==> src/rtl/prm_pkg.sv <==
`timescale 1ns/1ps
package prm_pkg;

    typedef enum logic [1:0] {
        F_IDLE,
        F_RUN,
        F_WAIT
    } fetch_state_e;

    typedef enum logic {
        S_IDLE,
        S_RUN
    } sort_state_e;

    function automatic int width_of(input int n);
        return (n > 1) ? $clog2(n) : 1;
    endfunction

endpackage

==> src/rtl/prm_fetch.sv <==
`timescale 1ns/1ps
module prm_fetch
    import prm_pkg::*;
#(
    parameter int NLIST   = 4,
    parameter int LDEPTH  = 16,
    parameter int AW      = 16,
    parameter int DW      = 32,
    parameter int MAX_OUT = 64,
    parameter int LENW    = $clog2(LDEPTH + 1),
    parameter int LSTW    = width_of(NLIST),
    parameter int IDXW    = width_of(LDEPTH)
) (
    input  logic                  clk,
    input  logic                  rst_n,
    input  logic                  job_valid,
    output logic                  job_ready,
    input  logic [NLIST*AW-1:0]   job_base,
    input  logic [NLIST*LENW-1:0] job_len,
    output logic                  req_valid,
    input  logic                  req_ready,
    output logic [AW-1:0]         req_addr,
    input  logic                  rsp_valid,
    input  logic [DW-1:0]         rsp_data,
    output logic                  wr_en,
    output logic [LSTW-1:0]       wr_list,
    output logic [IDXW-1:0]       wr_idx,
    output logic [DW-1:0]         wr_data,
    output logic                  fetch_done,
    input  logic                  swap,
    output logic [NLIST*LENW-1:0] lens_out
);

    localparam int CNTW = $clog2(NLIST * LDEPTH + 1);
    localparam int POSW = LSTW + IDXW;

    fetch_state_e state, state_nx;

    logic [AW-1:0]         base_r [NLIST];
    logic [NLIST*LENW-1:0] lens_r;
    logic [CNTW-1:0]       total_r, req_cnt, rsp_cnt, job_total, outst;
    logic [POSW-1:0]       rq_pos, rs_pos;
    logic                  req_fire, rsp_take;

    // First non-empty list whose index is at least 'from'.
    function automatic logic [POSW-1:0] seek(input logic [NLIST*LENW-1:0] lens, input int from);
        logic [POSW-1:0] p;
        logic            hit;
        p   = '0;
        hit = 1'b0;
        for (int k = 0; k < NLIST; k++) begin
            if (!hit && k >= from && lens[k*LENW +: LENW] != '0) begin
                p   = {LSTW'(k), IDXW'(0)};
                hit = 1'b1;
            end
        end
        return p;
    endfunction

    // Position after 'pos' in list-major order.
    function automatic logic [POSW-1:0] step(input logic [NLIST*LENW-1:0] lens, input logic [POSW-1:0] pos);
        logic [LSTW-1:0] l;
        logic [IDXW-1:0] i;
        l = pos[POSW-1:IDXW];
        i = pos[IDXW-1:0];
        if (LENW'(i) + LENW'(1) < lens[int'(l)*LENW +: LENW])
            return {l, i + IDXW'(1)};
        return seek(lens, int'(l) + 1);
    endfunction

    always_comb begin
        job_total = '0;
        for (int k = 0; k < NLIST; k++)
            job_total = job_total + CNTW'(job_len[k*LENW +: LENW]);
    end

    assign outst    = req_cnt - rsp_cnt;
    assign req_fire = req_valid && req_ready;
    assign rsp_take = (state == F_RUN) && rsp_valid;

    // state register
    always_ff @(posedge clk) begin
        if (!rst_n) state <= F_IDLE;
        else        state <= state_nx;
    end

    always_comb begin
        state_nx = state;
        unique case (state)
            F_IDLE: if (job_valid)          state_nx = F_RUN;
            F_RUN:  if (rsp_cnt == total_r) state_nx = F_WAIT;
            F_WAIT: if (swap)               state_nx = F_IDLE;
            default:                        state_nx = F_IDLE;
        endcase
    end

    // datapath registers
    always_ff @(posedge clk) begin
        if (!rst_n) begin
            lens_r  <= '0;
            total_r <= '0;
            req_cnt <= '0;
            rsp_cnt <= '0;
            rq_pos  <= '0;
            rs_pos  <= '0;
            for (int k = 0; k < NLIST; k++) base_r[k] <= '0;
        end else if (state == F_IDLE && job_valid) begin
            lens_r  <= job_len;
            total_r <= job_total;
            req_cnt <= '0;
            rsp_cnt <= '0;
            rq_pos  <= seek(job_len, 0);
            rs_pos  <= seek(job_len, 0);
            for (int k = 0; k < NLIST; k++) base_r[k] <= job_base[k*AW +: AW];
        end else begin
            if (req_fire) begin
                req_cnt <= req_cnt + CNTW'(1);
                rq_pos  <= step(lens_r, rq_pos);
            end
            if (rsp_take) begin
                rsp_cnt <= rsp_cnt + CNTW'(1);
                rs_pos  <= step(lens_r, rs_pos);
            end
        end
    end

    // outputs
    always_comb begin
        job_ready  = (state == F_IDLE);
        fetch_done = (state == F_WAIT);
        req_valid  = (state == F_RUN) && (req_cnt < total_r) && (int'(outst) < MAX_OUT);
        req_addr   = base_r[rq_pos[POSW-1:IDXW]] + AW'(rq_pos[IDXW-1:0]);
        wr_en      = rsp_take;
        wr_list    = rs_pos[POSW-1:IDXW];
        wr_idx     = rs_pos[IDXW-1:0];
        wr_data    = rsp_data;
        lens_out   = lens_r;
    end

    a_r5_outstanding_cap: assert property (@(posedge clk) disable iff (!rst_n)
        int'(outst) <= MAX_OUT);
    a_r5_no_stray_rsp: assert property (@(posedge clk) disable iff (!rst_n)
        rsp_valid |-> (state == F_RUN) && (outst != '0));
    a_r6_addr_in_list: assert property (@(posedge clk) disable iff (!rst_n)
        req_valid |-> LENW'(rq_pos[IDXW-1:0]) < lens_r[int'(rq_pos[POSW-1:IDXW])*LENW +: LENW]);

endmodule

==> src/rtl/prm_buf.sv <==
`timescale 1ns/1ps
module prm_buf
    import prm_pkg::*;
#(
    parameter int NLIST  = 4,
    parameter int LDEPTH = 16,
    parameter int DW     = 32,
    parameter int LSTW   = width_of(NLIST),
    parameter int IDXW   = width_of(LDEPTH)
) (
    input  logic                  clk,
    input  logic                  wr_en,
    input  logic                  wr_bank,
    input  logic [LSTW-1:0]       wr_list,
    input  logic [IDXW-1:0]       wr_idx,
    input  logic [DW-1:0]         wr_data,
    input  logic                  rd_bank,
    input  logic [NLIST*IDXW-1:0] rd_idx,
    output logic [NLIST*DW-1:0]   rd_data
);

    logic [DW-1:0] store [2][NLIST][LDEPTH];

    always_ff @(posedge clk) begin
        if (wr_en) store[wr_bank][wr_list][wr_idx] <= wr_data;
    end

    for (genvar g = 0; g < NLIST; g++) begin : g_head
        assign rd_data[g*DW +: DW] = store[rd_bank][g][rd_idx[g*IDXW +: IDXW]];
    end

endmodule

==> src/rtl/prm_sort.sv <==
`timescale 1ns/1ps
module prm_sort
    import prm_pkg::*;
#(
    parameter int NLIST  = 4,
    parameter int LDEPTH = 16,
    parameter int COLW   = 16,
    parameter int VALW   = 16,
    parameter int DW     = COLW + VALW,
    parameter int LENW   = $clog2(LDEPTH + 1),
    parameter int LSTW   = width_of(NLIST),
    parameter int IDXW   = width_of(LDEPTH)
) (
    input  logic                  clk,
    input  logic                  rst_n,
    input  logic                  start,
    input  logic [NLIST*LENW-1:0] start_lens,
    output logic                  sort_idle,
    output logic [NLIST*IDXW-1:0] rd_idx,
    input  logic [NLIST*DW-1:0]   rd_data,
    output logic                  out_valid,
    input  logic                  out_ready,
    output logic [COLW-1:0]       out_col,
    output logic [VALW-1:0]       out_val,
    output logic                  out_last
);

    sort_state_e state, state_nx;

    logic [NLIST*LENW-1:0] lens_r;
    logic [LENW-1:0]       head [NLIST];
    logic [NLIST-1:0]      live;
    logic                  pend_v;
    logic [COLW-1:0]       pend_col;
    logic [VALW-1:0]       pend_val;
    logic                  any_live;
    logic [LSTW-1:0]       min_l;
    logic [COLW-1:0]       min_col;
    logic [VALW-1:0]       min_val;
    logic                  emit;

    // pick the smallest head column, lowest list on a tie
    always_comb begin
        any_live = 1'b0;
        min_l    = '0;
        min_col  = '0;
        min_val  = '0;
        for (int k = 0; k < NLIST; k++) begin
            live[k] = head[k] < lens_r[k*LENW +: LENW];
            if (live[k] && (!any_live || rd_data[k*DW + VALW +: COLW] < min_col)) begin
                any_live = 1'b1;
                min_l    = LSTW'(k);
                min_col  = rd_data[k*DW + VALW +: COLW];
                min_val  = rd_data[k*DW +: VALW];
            end
        end
    end

    assign emit = (state == S_RUN) && pend_v && (!any_live || min_col != pend_col);

    // state register
    always_ff @(posedge clk) begin
        if (!rst_n) state <= S_IDLE;
        else        state <= state_nx;
    end

    always_comb begin
        state_nx = state;
        unique case (state)
            S_IDLE: if (start) state_nx = S_RUN;
            S_RUN:  if ((!pend_v && !any_live) || (emit && out_ready && !any_live))
                        state_nx = S_IDLE;
            default: state_nx = S_IDLE;
        endcase
    end

    // datapath registers
    always_ff @(posedge clk) begin
        if (!rst_n) begin
            lens_r   <= '0;
            pend_v   <= 1'b0;
            pend_col <= '0;
            pend_val <= '0;
            for (int k = 0; k < NLIST; k++) head[k] <= '0;
        end else if (start) begin
            lens_r <= start_lens;
            pend_v <= 1'b0;
            for (int k = 0; k < NLIST; k++) head[k] <= '0;
        end else if (state == S_RUN) begin
            if (!pend_v) begin
                if (any_live) begin
                    pend_v   <= 1'b1;
                    pend_col <= min_col;
                    pend_val <= min_val;
                    for (int k = 0; k < NLIST; k++)
                        if (LSTW'(k) == min_l) head[k] <= head[k] + LENW'(1);
                end
            end else if (any_live && min_col == pend_col) begin
                pend_val <= pend_val + min_val;
                for (int k = 0; k < NLIST; k++)
                    if (LSTW'(k) == min_l) head[k] <= head[k] + LENW'(1);
            end else if (out_ready) begin
                if (any_live) begin
                    pend_col <= min_col;
                    pend_val <= min_val;
                    for (int k = 0; k < NLIST; k++)
                        if (LSTW'(k) == min_l) head[k] <= head[k] + LENW'(1);
                end else begin
                    pend_v <= 1'b0;
                end
            end
        end
    end

    // outputs
    always_comb begin
        sort_idle = (state == S_IDLE);
        out_valid = emit;
        out_col   = pend_col;
        out_val   = pend_val;
        out_last  = !any_live;
        for (int k = 0; k < NLIST; k++) rd_idx[k*IDXW +: IDXW] = head[k][IDXW-1:0];
    end

    // checker state: previous accepted column within the row
    logic            have_prev;
    logic [COLW-1:0] prev_col;
    always_ff @(posedge clk) begin
        if (!rst_n) begin
            have_prev <= 1'b0;
            prev_col  <= '0;
        end else if (out_valid && out_ready) begin
            have_prev <= !out_last;
            prev_col  <= out_col;
        end
    end

    a_r2_ascending: assert property (@(posedge clk) disable iff (!rst_n)
        (out_valid && out_ready && have_prev) |-> (out_col > prev_col));
    a_r2_last_closes_row: assert property (@(posedge clk) disable iff (!rst_n)
        (out_valid && out_ready && out_last) |=> !out_valid);
    a_r10_hold: assert property (@(posedge clk) disable iff (!rst_n)
        (out_valid && !out_ready) |=> out_valid && $stable(out_col) && $stable(out_val) && $stable(out_last));

endmodule

==> src/rtl/prm_merge_unit.sv <==
`timescale 1ns/1ps
module prm_merge_unit
    import prm_pkg::*;
#(
    parameter int NLIST   = 4,
    parameter int LDEPTH  = 16,
    parameter int AW      = 16,
    parameter int COLW    = 16,
    parameter int VALW    = 16,
    parameter int MAX_OUT = 64,
    parameter int LENW    = $clog2(LDEPTH + 1)
) (
    input  logic                  clk,
    input  logic                  rst_n,
    input  logic                  job_valid,
    output logic                  job_ready,
    input  logic [NLIST*AW-1:0]   job_base,
    input  logic [NLIST*LENW-1:0] job_len,
    output logic                  req_valid,
    input  logic                  req_ready,
    output logic [AW-1:0]         req_addr,
    input  logic                  rsp_valid,
    input  logic [COLW+VALW-1:0]  rsp_data,
    output logic                  out_valid,
    input  logic                  out_ready,
    output logic [COLW-1:0]       out_col,
    output logic [VALW-1:0]       out_val,
    output logic                  out_last
);

    localparam int DW   = COLW + VALW;
    localparam int LSTW = width_of(NLIST);
    localparam int IDXW = width_of(LDEPTH);

    logic                  wr_en, fetch_done, sort_idle, swap, fill_bank;
    logic [LSTW-1:0]       wr_list;
    logic [IDXW-1:0]       wr_idx;
    logic [DW-1:0]         wr_data;
    logic [NLIST*LENW-1:0] fetched_lens;
    logic [NLIST*IDXW-1:0] rd_idx;
    logic [NLIST*DW-1:0]   rd_data;

    assign swap = fetch_done && sort_idle;

    always_ff @(posedge clk) begin
        if (!rst_n)    fill_bank <= 1'b0;
        else if (swap) fill_bank <= !fill_bank;
    end

    prm_fetch #(
        .NLIST(NLIST), .LDEPTH(LDEPTH), .AW(AW), .DW(DW),
        .MAX_OUT(MAX_OUT), .LENW(LENW), .LSTW(LSTW), .IDXW(IDXW)
    ) u_fetch (
        .clk(clk), .rst_n(rst_n),
        .job_valid(job_valid), .job_ready(job_ready),
        .job_base(job_base), .job_len(job_len),
        .req_valid(req_valid), .req_ready(req_ready), .req_addr(req_addr),
        .rsp_valid(rsp_valid), .rsp_data(rsp_data),
        .wr_en(wr_en), .wr_list(wr_list), .wr_idx(wr_idx), .wr_data(wr_data),
        .fetch_done(fetch_done), .swap(swap), .lens_out(fetched_lens)
    );

    prm_buf #(
        .NLIST(NLIST), .LDEPTH(LDEPTH), .DW(DW), .LSTW(LSTW), .IDXW(IDXW)
    ) u_buf (
        .clk(clk),
        .wr_en(wr_en), .wr_bank(fill_bank), .wr_list(wr_list),
        .wr_idx(wr_idx), .wr_data(wr_data),
        .rd_bank(!fill_bank), .rd_idx(rd_idx), .rd_data(rd_data)
    );

    prm_sort #(
        .NLIST(NLIST), .LDEPTH(LDEPTH), .COLW(COLW), .VALW(VALW),
        .DW(DW), .LENW(LENW), .LSTW(LSTW), .IDXW(IDXW)
    ) u_sort (
        .clk(clk), .rst_n(rst_n),
        .start(swap), .start_lens(fetched_lens), .sort_idle(sort_idle),
        .rd_idx(rd_idx), .rd_data(rd_data),
        .out_valid(out_valid), .out_ready(out_ready),
        .out_col(out_col), .out_val(out_val), .out_last(out_last)
    );

    logic len_bad;
    always_comb begin
        len_bad = 1'b0;
        for (int k = 0; k < NLIST; k++)
            if (int'(job_len[k*LENW +: LENW]) > LDEPTH) len_bad = 1'b1;
    end

    a_r12_len_limit: assert property (@(posedge clk) disable iff (!rst_n)
        job_valid |-> !len_bad);
    a_r7_bank_held: assert property (@(posedge clk) disable iff (!rst_n)
        (!sort_idle) |=> $stable(fill_bank));

endmodule

==> config.mk <==
export PLATFORM = sky130hd
export DESIGN_NAME = prm_merge_unit
export DESIGN_NICKNAME = d
export VERILOG_FILES = /design/src/rtl/prm_pkg.sv /design/src/rtl/prm_fetch.sv /design/src/rtl/prm_buf.sv /design/src/rtl/prm_sort.sv /design/src/rtl/prm_merge_unit.sv
export SDC_FILE = /design/constraint.sdc
export NUM_CORES = 2
export LEC_CHECK = 0
export ABC_AREA = 1
export BUFFER_PORTS_ARGS = -buffer_cell sky130_fd_sc_hd__clkbuf_2
export CAP_MARGIN = 25
export CORE_ASPECT_RATIO = 0.75
export CORE_MARGIN = 5
export CORE_UTILIZATION = 30
export DETAILED_ROUTE_END_ITERATION = 12
export PLACE_DENSITY = 0.5
export SLEW_MARGIN = 30
export SYNTH_ARGS = -nofsm -noshare
export SYNTH_HDL_FRONTEND = slang
export SYNTH_MEMORY_MAX_BITS = 65536
export SYNTH_SLANG_ARGS = --single-unit
==> constraint.sdc <==
create_clock -name clk -period 9.9 [get_ports clk]
set_input_delay 1.485 -clock clk [delete_from_list [all_inputs] [get_ports clk]]
set_output_delay 1.485 -clock clk [all_outputs]
set_load 0.005 [all_outputs]
## Word-level counts from Yosys, hierarchy flattened

Memories as Yosys holds them, arrays and structs flattened. A register that Yosys moved wholly into a read port is not among the register bits.
Cells that the tools add are included.

| word-level totals | value |
|---|---|
| register bits | 110 |
| bits in writable memories | 4180 |
| input bits | 122 |
| output and inout port bits | 52 |
| word-level logic and storage cells | 409 |
| memories | 3 |

| cells by class | value |
|---|---|
| $add $sub $neg | 18 |
| multipliers | 2 |
| order comparisons | 27 |
| eq/ne operators | 16 |
| shift-type cells | 2 |
| muxes and demuxes | 224 |
| bitwise operators | 29 |
| reductions and logical operators | 73 |

Memory list:

| memory | depth | width | rd ports | clocked after memory_dff | write ports | RTL line | text |
|---|---|---|---|---|---|---|---|
| u_buf.store | 2 | 2048 | 1 | 0 | 1 | prm_buf.sv:22 | `logic [DW-1:0] store [2][NLIST][LDEPTH];` |
| u_fetch.base_r | 4 | 16 | 1 | 1 | 4 | prm_fetch.sv:39 | `logic [AW-1:0] base_r [NLIST];` |
| u_sort.head | 4 | 5 | 4 | 0 | 4 | prm_sort.sv:31 | `logic [LENW-1:0] head [NLIST];` |

Operators with widths:

| operator | count |
|---|---|
| two-way mux 2048 bit | 1 |
| demux 512 bit (select 2 bit) | 1 |
| binary-select mux 32 bit (select 4 bit) | 4 |
| two-way mux 512 bit | 1 |
| two-way mux 16 bit | 20 |
| two-way mux 32 bit | 9 |
| two-way mux 1 bit | 145 |
| demux 32 bit (select 4 bit) | 1 |
| >= comparator 3 x 32 -> 1 bit (first input constant) | 4 |
| two-way mux 5 bit | 19 |
| two-way mux 6 bit | 12 |
| >= comparator 1 x 32 -> 1 bit (first input constant) | 2 |
| >= comparator 2 x 32 -> 1 bit (first input constant) | 2 |
| indexed part select 20 x 32 -> 5 bit | 2 |
| less-than comparator 16 bit | 3 |
| nonzero test 5 bit | 8 |
| logical AND 1 bit | 34 |
| less-than comparator 5 bit | 6 |
| >= comparator 5 bit (second input constant) | 5 |
| inverter 4 -> 5 bit | 5 |
| adder 5 x 1 -> 5 bit (second input constant) | 4 |
| bitwise OR 1 bit | 20 |
| adder 16 bit | 1 |
| adder 16 x 4 -> 16 bit | 1 |
| other kinds (38) | 81 |

## Longest topological paths before layout

| depth | value |
|---|---|
| depth in word-level cells | 36 |
| depth in mapped cells | 83 |
| depth with buffers taken out | 73 |

## Modules after synthesis

From an unflattened synthesis, not the netlist that was laid out.

| unflattened totals | value |
|---|---|
| cell total of the unflattened synthesis | 16059 |
| area, all modules | 180080.2 um2 |

Modules (own cells, without submodules):

| module | times used | cells an instance | area an instance (um2) | sequential area each (um2) |
|---|---|---|---|---|
| prm_buf | 1 | 14055 | 165688.9 | 122998.0 |
| prm_fetch | 1 | 940 | 7378.3 | 3062.9 |
| prm_sort | 1 | 1056 | 6964.2 | 1631.6 |
| prm_merge_unit | 1 | 8 | 48.8 | 20.0 |

## Worst setup path before layout

No wires, ideal clock.

| timing path | value |
|---|---|
| path kind | register -> register |
| start | register fill_bank |
| end | register u_sort.pend_val[15] (netlist: u_sort.out_val[15]) |
| setup time | 0.138 ns |
| arrival time | 9.978 ns |
| data required time | 9.762 ns |
| path slack | -0.216 ns |
| cell stages (with the launch flop) | 68 |
| path buffers | 16 |
| clock period less this slack | 10.116 ns |
| cell sequence | dfxtp_1 > buf_4 > buf_4 > buf_6 > buf_4 > buf_4 > buf_2 > clkbuf_1 > buf_1 > clkbuf_1 > buf_1 > a21oi_1 > a221oi_1 > o211ai_1 > o31ai_1 > ha_1 > nand2_1 > nor2_1 > (+32 left out) > ha_1 > nand2_1 > o21ai_0 > a21oi_1 > o21ai_0 > nand3_1 > nand2_1 > nand3_1 > nand2_1 > a21oi_1 > o21bai_1 > a21oi_1 > nor2_1 > nor2_1 > xor2_1 > xnor2_1 > o21ai_1 > a21oi_1 |

| on the way | value |
|---|---|
| word-level cells in the longest chain between the ends | 22 |
| elaborated cells on any way between the ends | 45 |
| classes of those cells | 1 x add/sub; 3 x order compare; 2 x eq/ne; 27 x mux; 11 x reduce/logical; 1 x memory |

Ends and longest elaborated chain:

| what | RTL line | text |
|---|---|---|
| from (decl) | prm_merge_unit.sv:35 | `logic wr_en, fetch_done, sort_idle, swap, fill_bank;` |
| from (signal assigned) | prm_merge_unit.sv:47 | `else if (swap) fill_bank <= !fill_bank;` |
| zero test 1 bit (*) | prm_merge_unit.sv:69 | `.rd_bank(!fill_bank), .rd_idx(rd_idx), .rd_data(rd_data)` |
| memory (2 x 2048 bit) (*) | - |  |
| parallel branches: the longest is 20 deep, another holds less-than comparator 16 bit | - |  |
| to (signal assigned) | prm_sort.sv:94 | `pend_val <= min_val;` |
| to (signal assigned) | prm_sort.sv:99 | `pend_val <= pend_val + min_val;` |
| to (signal assigned) | prm_sort.sv:105 | `pend_val <= min_val;` |
| to (decl) | prm_sort.sv:35 | `logic [VALW-1:0] pend_val;` |

Mark *: on every way between the ends. The select of a mux whose other input is x is not followed.
A chain may end at the register's enable or synchronous reset.

## Worst setup path after layout

| timing path | value |
|---|---|
| start | register fill_bank |
| end | output port out_valid |

| on the way | value |
|---|---|
| word-level cells in the longest chain between the ends | 21 |
| elaborated cells on any way between the ends | 36 |
| classes of those cells | 3 x order compare; 1 x eq/ne; 19 x mux; 12 x reduce/logical; 1 x memory |

Ends and longest elaborated chain:

| what | RTL line | text |
|---|---|---|
| zero test 1 bit (*) | prm_merge_unit.sv:69 |  |
| memory (2 x 2048 bit) (*) | - |  |
| binary-select mux 32 bit (select 4 bit) | prm_buf.sv:29 | `assign rd_data[g*DW +: DW] = store[rd_bank][g][rd_idx[g*IDXW +: IDXW]];` |
| two-way mux 32 bit (not written as such) (2 in series) | prm_buf.sv:29 |  |
| two-way mux 16 bit | prm_sort.sv:50 | `if (live[k] && (!any_live \|\| rd_data[k*DW + VALW +: COLW] < min_col)) begin` |
| less-than comparator 16 bit | prm_sort.sv:50 |  |
| logical OR 1 bit | prm_sort.sv:50 |  |
| logical AND 1 bit | prm_sort.sv:50 |  |
| (+4 left out) | - |  |
| two-way mux 16 bit or two-way mux 1 bit (tied branches) | prm_sort.sv:50 |  |
| less-than comparator 16 bit or zero test 1 bit (tied branches) | prm_sort.sv:50 |  |
| logical OR 1 bit | prm_sort.sv:50 |  |
| logical AND 1 bit | prm_sort.sv:50 |  |
| two-way mux 16 bit or two-way mux 1 bit (tied branches) | prm_sort.sv:50 |  |
| inequality test 16 bit or zero test 1 bit (tied branches) | prm_sort.sv:59 | `assign emit = (state == S_RUN) && pend_v && (!any_live \|\| min_col != pend_col);` |
| logical OR 1 bit (*) | prm_sort.sv:59 |  |
| logical AND 1 bit (*) | prm_sort.sv:59 |  |
| to (decl) | prm_merge_unit.sv:24 | `output logic out_valid,` |

Mark *: on every way between the ends. The rest lies on a longest branch, timed or not. The select of a mux whose other input is x is not followed.

==> results <==
- The peak per-stage delay on the critical path is 0.58 ns.
- STA classifies the critical path startpoint as a register.
- At the end of the flow, the number of nets in the layout was 14100.
- The count of pins over their slew limit was 0.
- Setup repair after global routing could not meet its margin everywhere.
- The total power per unit cell area is 203 mW/mm^2.
- The relative slew slack is 0.218.
- The final-layout worst hold slack is 0.489 ns.
- The floorplan step defined a die boundary enclosing 0.591 sq mm.
- The worst register-to-register path has a depth of 62.
- On the critical path, the stage with the largest delay is an instance of sky130_fd_sc_hd__o211ai_1.
- The length of the first detailed-routing pass in iterations is 6.
- The part of the power in the clock network is 0.372.
- The cell depth of the worst min-delay path is 2.
- Leaving out fill and tap cells, the most frequent cell in the layout is sky130_fd_sc_hd__edfxtp_1.
- The remaining routing DRC violations is 0.
- After routing the design area is 0.203 sq mm.
- The total via count after detailed routing is 116000.
- The proportion of power drawn by combinational gates is 0.140.
- The area growth from synthesis to layout is 17.5%.
- The share of flip-flops with an asynchronous set or reset is 0.
- The number of antenna violations at the first check in global routing was 55.
- The run finished, with violations left.
- The setup slack after placement is -0.296 ns.
- The path with the worst hold slack has its endpoint at u_sort.lens_r[10].
- The post-synthesis sequential area ratio is 0.739.
- The CTS buffer count is 418.
- Summing all placed instances gives a cell area of 0.187 sq mm.
- The last weighted congestion value of the routability-driven placer is 0.890.
- The critical path in this run is classified as reg2out.
- After detailed routing, the total wire length is 598000 um.
- Counting along the longest clock path gives a buffer depth of 4.
- The number of distinct library cell variants in the gate-level netlist after synthesis is 70.
- The endpoint of the worst register-to-register path is u_sort.out_val[14].
- By area the synthesized netlist is led by sky130_fd_sc_hd__edfxtp_1 73%, sky130_fd_sc_hd__o21ai_0 4.3%, sky130_fd_sc_hd__nor2_1 3.9%, sky130_fd_sc_hd__nand2_1 3.5%, sky130_fd_sc_hd__a21oi_1 2.2%.
- In the final layout, the share of cells above drive strength 1 is 0.135.
- Of the total power, the share spent switching nets is 0.269.
- After legalization and detailed placement, the total HPWL measured 339000 um.
- The clock tree from TritonCTS is built.
- Counting flops with a built-in enable in the synthesized netlist gives 4175.
- The final routed wire length divided by cell count is 27.3 um.
- The register clock-pin slew on the reported worst setup and hold paths is 0.06 ns.
- The count of buffers added on input and output ports is 173.
- The number of top-level pins is 174.
- The synthesized area divided by synthesized cell count is 12.9 sq um.
- The combined global-route utilization of all metal layers is 0.191.
- The worst-case clock skew is 0.0775 ns.
- The clock net in this run drives a total of 4292 sinks.
- The share of the core filled with cells in the final layout is 0.354.
- The tree is rooted in a sky130_fd_sc_hd__clkbuf_16.
- In this run the number of H-tree levels came out at 5.
- The biggest area contributor in the post-synthesis netlist is sky130_fd_sc_hd__edfxtp_1.
- The share of synthesized area in the top cell type comes to 0.725.
- For this configuration, the core starts out at a cell density of 0.301.
- For this run, the leading register cell type out of synthesis is sky130_fd_sc_hd__edfxtp_1.
- Along the worst path, the maximum fanout reaches 10.
- The worst register-to-register path begins at fill_bank.
- The max-cap check violation count is 0.
- The number of nets still failing antenna checks after routing is 0.
- Summed over all nets, the switching power comes to 11.1 mW.
- Static timing analysis puts the maximum clock frequency at 98.6 MHz.
- The kind of capture point of the worst setup path is a primary output.
- The number of nets in the synthesized netlist is 13600.
- The cell occurring most often along the worst timing path is sky130_fd_sc_hd__nand2_1.
- The checks that failed: setup timing.
- After layout, the minimum clock period comes to 10.14 ns.
- In this run the cell area of the synthesized design comes to 0.173 sq mm.
- Synthesis inferred 4292 register bits.
- The number of failing setup endpoints in the final timing report is 1.
- The maximum resistive drop on vdd is 0.152 mV.
- The leakage power of the design is 67.0 nW.
- The type of the worst min-delay path is reg2reg.
- In this run the horizontal extent of the chip is 886 um.
- The final-report hold violation count is 0.
- The detailed router finished its first iteration with 14500 violations.
- The global-route wire length before repair is 828000 um.
- After detailed routing, the number of vias per cell comes to 5.31.
- The placeable core region is 0.574 sq mm.
- Across all setup checks in the final design, the least slack found is -0.240 ns.
- The via count of the first global-routing pass is 106000.
- In the layout the commonest cells are 4175 x sky130_fd_sc_hd__edfxtp_1, 1671 x sky130_fd_sc_hd__nor2_1, 1591 x sky130_fd_sc_hd__nand2_1.
- The total number of yosys warnings is 0.
- In the final timing run, aggregate negative setup slack is -0.240 ns.
- The die is 667 um tall.
- In the finished design, the share of the clock period the worst path needs comes to 1.02.
- The arrival time at the worst endpoint is 8.65 ns.
- The number of standard-cell rows in the floorplan is 241.
- Synthesis produced 13400 cells.
- After global routing the overflow that remains totals 0.
- Internal power comes to 30.1 mW.
- The part of the power in registers is 0.488.
- For the pin with the worst max-slew slack, the measured transition is 1.17 ns.
- Entering global routing, the biggest net connects 172 pins.
- The required time at the endpoint of the critical path is 8.42 ns.
- At the later pin of the worst-skew pair, clock insertion delay measures 1.07 ns.
- The reg-to-reg setup timing slack is 0.33 ns.
- The launch point of the worst hold path is u_sort.lens_r[10].
[registers in the layout, indices dropped and copies added (netlist names), named ones only]
| signal | flops |
|---|---|
| u_fetch.rsp_cnt | 7 |
| u_fetch.state | 2 |
| u_sort.state | 1 |
| u_fetch.base_r | 64 |
| u_fetch.rs_pos | 6 |
| u_sort.lens_r | 20 |
| u_sort.out_col | 16 |
| u_sort.out_val | 16 |
| u_sort.head | 20 |
| u_fetch.rq_pos | 6 |
| u_buf.store | 4096 |
| fill_bank | 1 |
| u_fetch.req_cnt | 7 |
| u_fetch.lens_out | 20 |
| u_sort.pend_v | 1 |
| u_fetch.total_r | 7 |
[worst max-delay path, delay by kind of cell, from the launching register on]
family | cells | cell delay [ns]
AND/OR/NAND/NOR | 25 | 2.12
AO/OA/AOI/OAI | 11 | 2.28
buffers and inverters | 14 | 2.03
adder cells (fa/ha/maj) | 3 | 0.74
flip-flops | 1 | 0.41
[final cells by class]
cell class | count | area [sq um]
Fill cell | 55600 | 371000
Timing Repair inverter | 10 | 179
Timing Repair Buffer | 1004 | 9570
Clock inverter | 231 | 1690
Sequential cell | 4292 | 128000
Tap cell | 7654 | 9580
Multi-Input combinational cell | 7794 | 41900
Clock buffer | 518 | 11000
Antenna cell | 28 | 70.1
Inverter | 340 | 1380
[worst max path at each step]
stage | endpoint | start | slack, ns | depth (start not counted)
after floorplan | u_sort.out_val[15] | fill_bank | 0.10 | 68
after global placement | u_sort.out_val[14] | fill_bank | -0.43 | 64
after detailed placement | u_sort.out_val[14] | fill_bank | -0.30 | 66
after CTS | out_valid | u_sort.head[0][0] | -0.31 | 50
after global routing | out_valid | fill_bank | -0.50 | 52
final | out_valid | fill_bank | -0.24 | 53
[Yosys cell counts, drive strengths merged, types with 27 or more instances]
master and count:
edfxtp 4175, nor2 1819, nand2 1621, o21ai 1514, a21oi 766, clkbuf 625
o22ai 379, inv 332, nand3 328, o221ai 312, buf 302, o211ai 129
ha 119, dfxtp 117, nor3 109, a221oi 106, a22oi 66, a32oi 63
o311ai 57, nand4 53, a211o 47, a31oi 44, xor2 37, a211oi 27
[power groups by stage]
stage	logic, mW	clock network (mW)	registers, mW
finish	5.79	15.3	20.1
CTS	5.37	15.6	20.1
global route	6.20	16.4	20.1
floorplan	2.67	0	20.5
global placement	5.20	0	20.5
detailed placement	5.19	0	20.5
[metal layers]
metal,share of wire,GRT usage,up-vias
met5,0.00016,0,-
met4,0.019,0.0382,16
met3,0.10,0.0431,684
met2,0.42,0.272,5148
met1,0.46,0.296,59300
li1,-,-,51000
[logic make-up (layout without fill, tap and decap cells)]
kind of cell | after synthesis | count (layout) | share of synthesized area
flip-flops | 4292 | 4292 | 0.739
AND/OR/NAND/NOR | 3965 | 3966 | 0.0911
AO/OA/AOI/OAI | 3628 | 3628 | 0.127
buffers and inverters | 1267 | 2103 | 0.0296
adder cells (fa/ha/maj) | 128 | 128 | 0.00966
XOR/XNOR | 51 | 51 | 0.00258
multiplexers | 21 | 21 | 0.00122
other | 0 | 28 | 0
[metrics by stage]
| step | total power, mW | cells |
|---|---|---|
| after CTS | 41.1 | 21800 |
| final | 41.2 | 21900 |
| after global routing | 42.7 | 21800 |
| after detailed placement | 25.7 | 21000 |
| after floorplan | 23.1 | 13400 |
| after global placement | 25.7 | 21000 |
[what timing repair did]
item,4_1_cts,5_1_grt
hold buffers,0,0
endpoints found under the hold margin,0,0
setup endpoints to repair,4,4
gates resized for setup,106,251
pin swaps,10,74
buffers inserted,31,54
cloned,21,30
(Power assumes the default switching activity.)
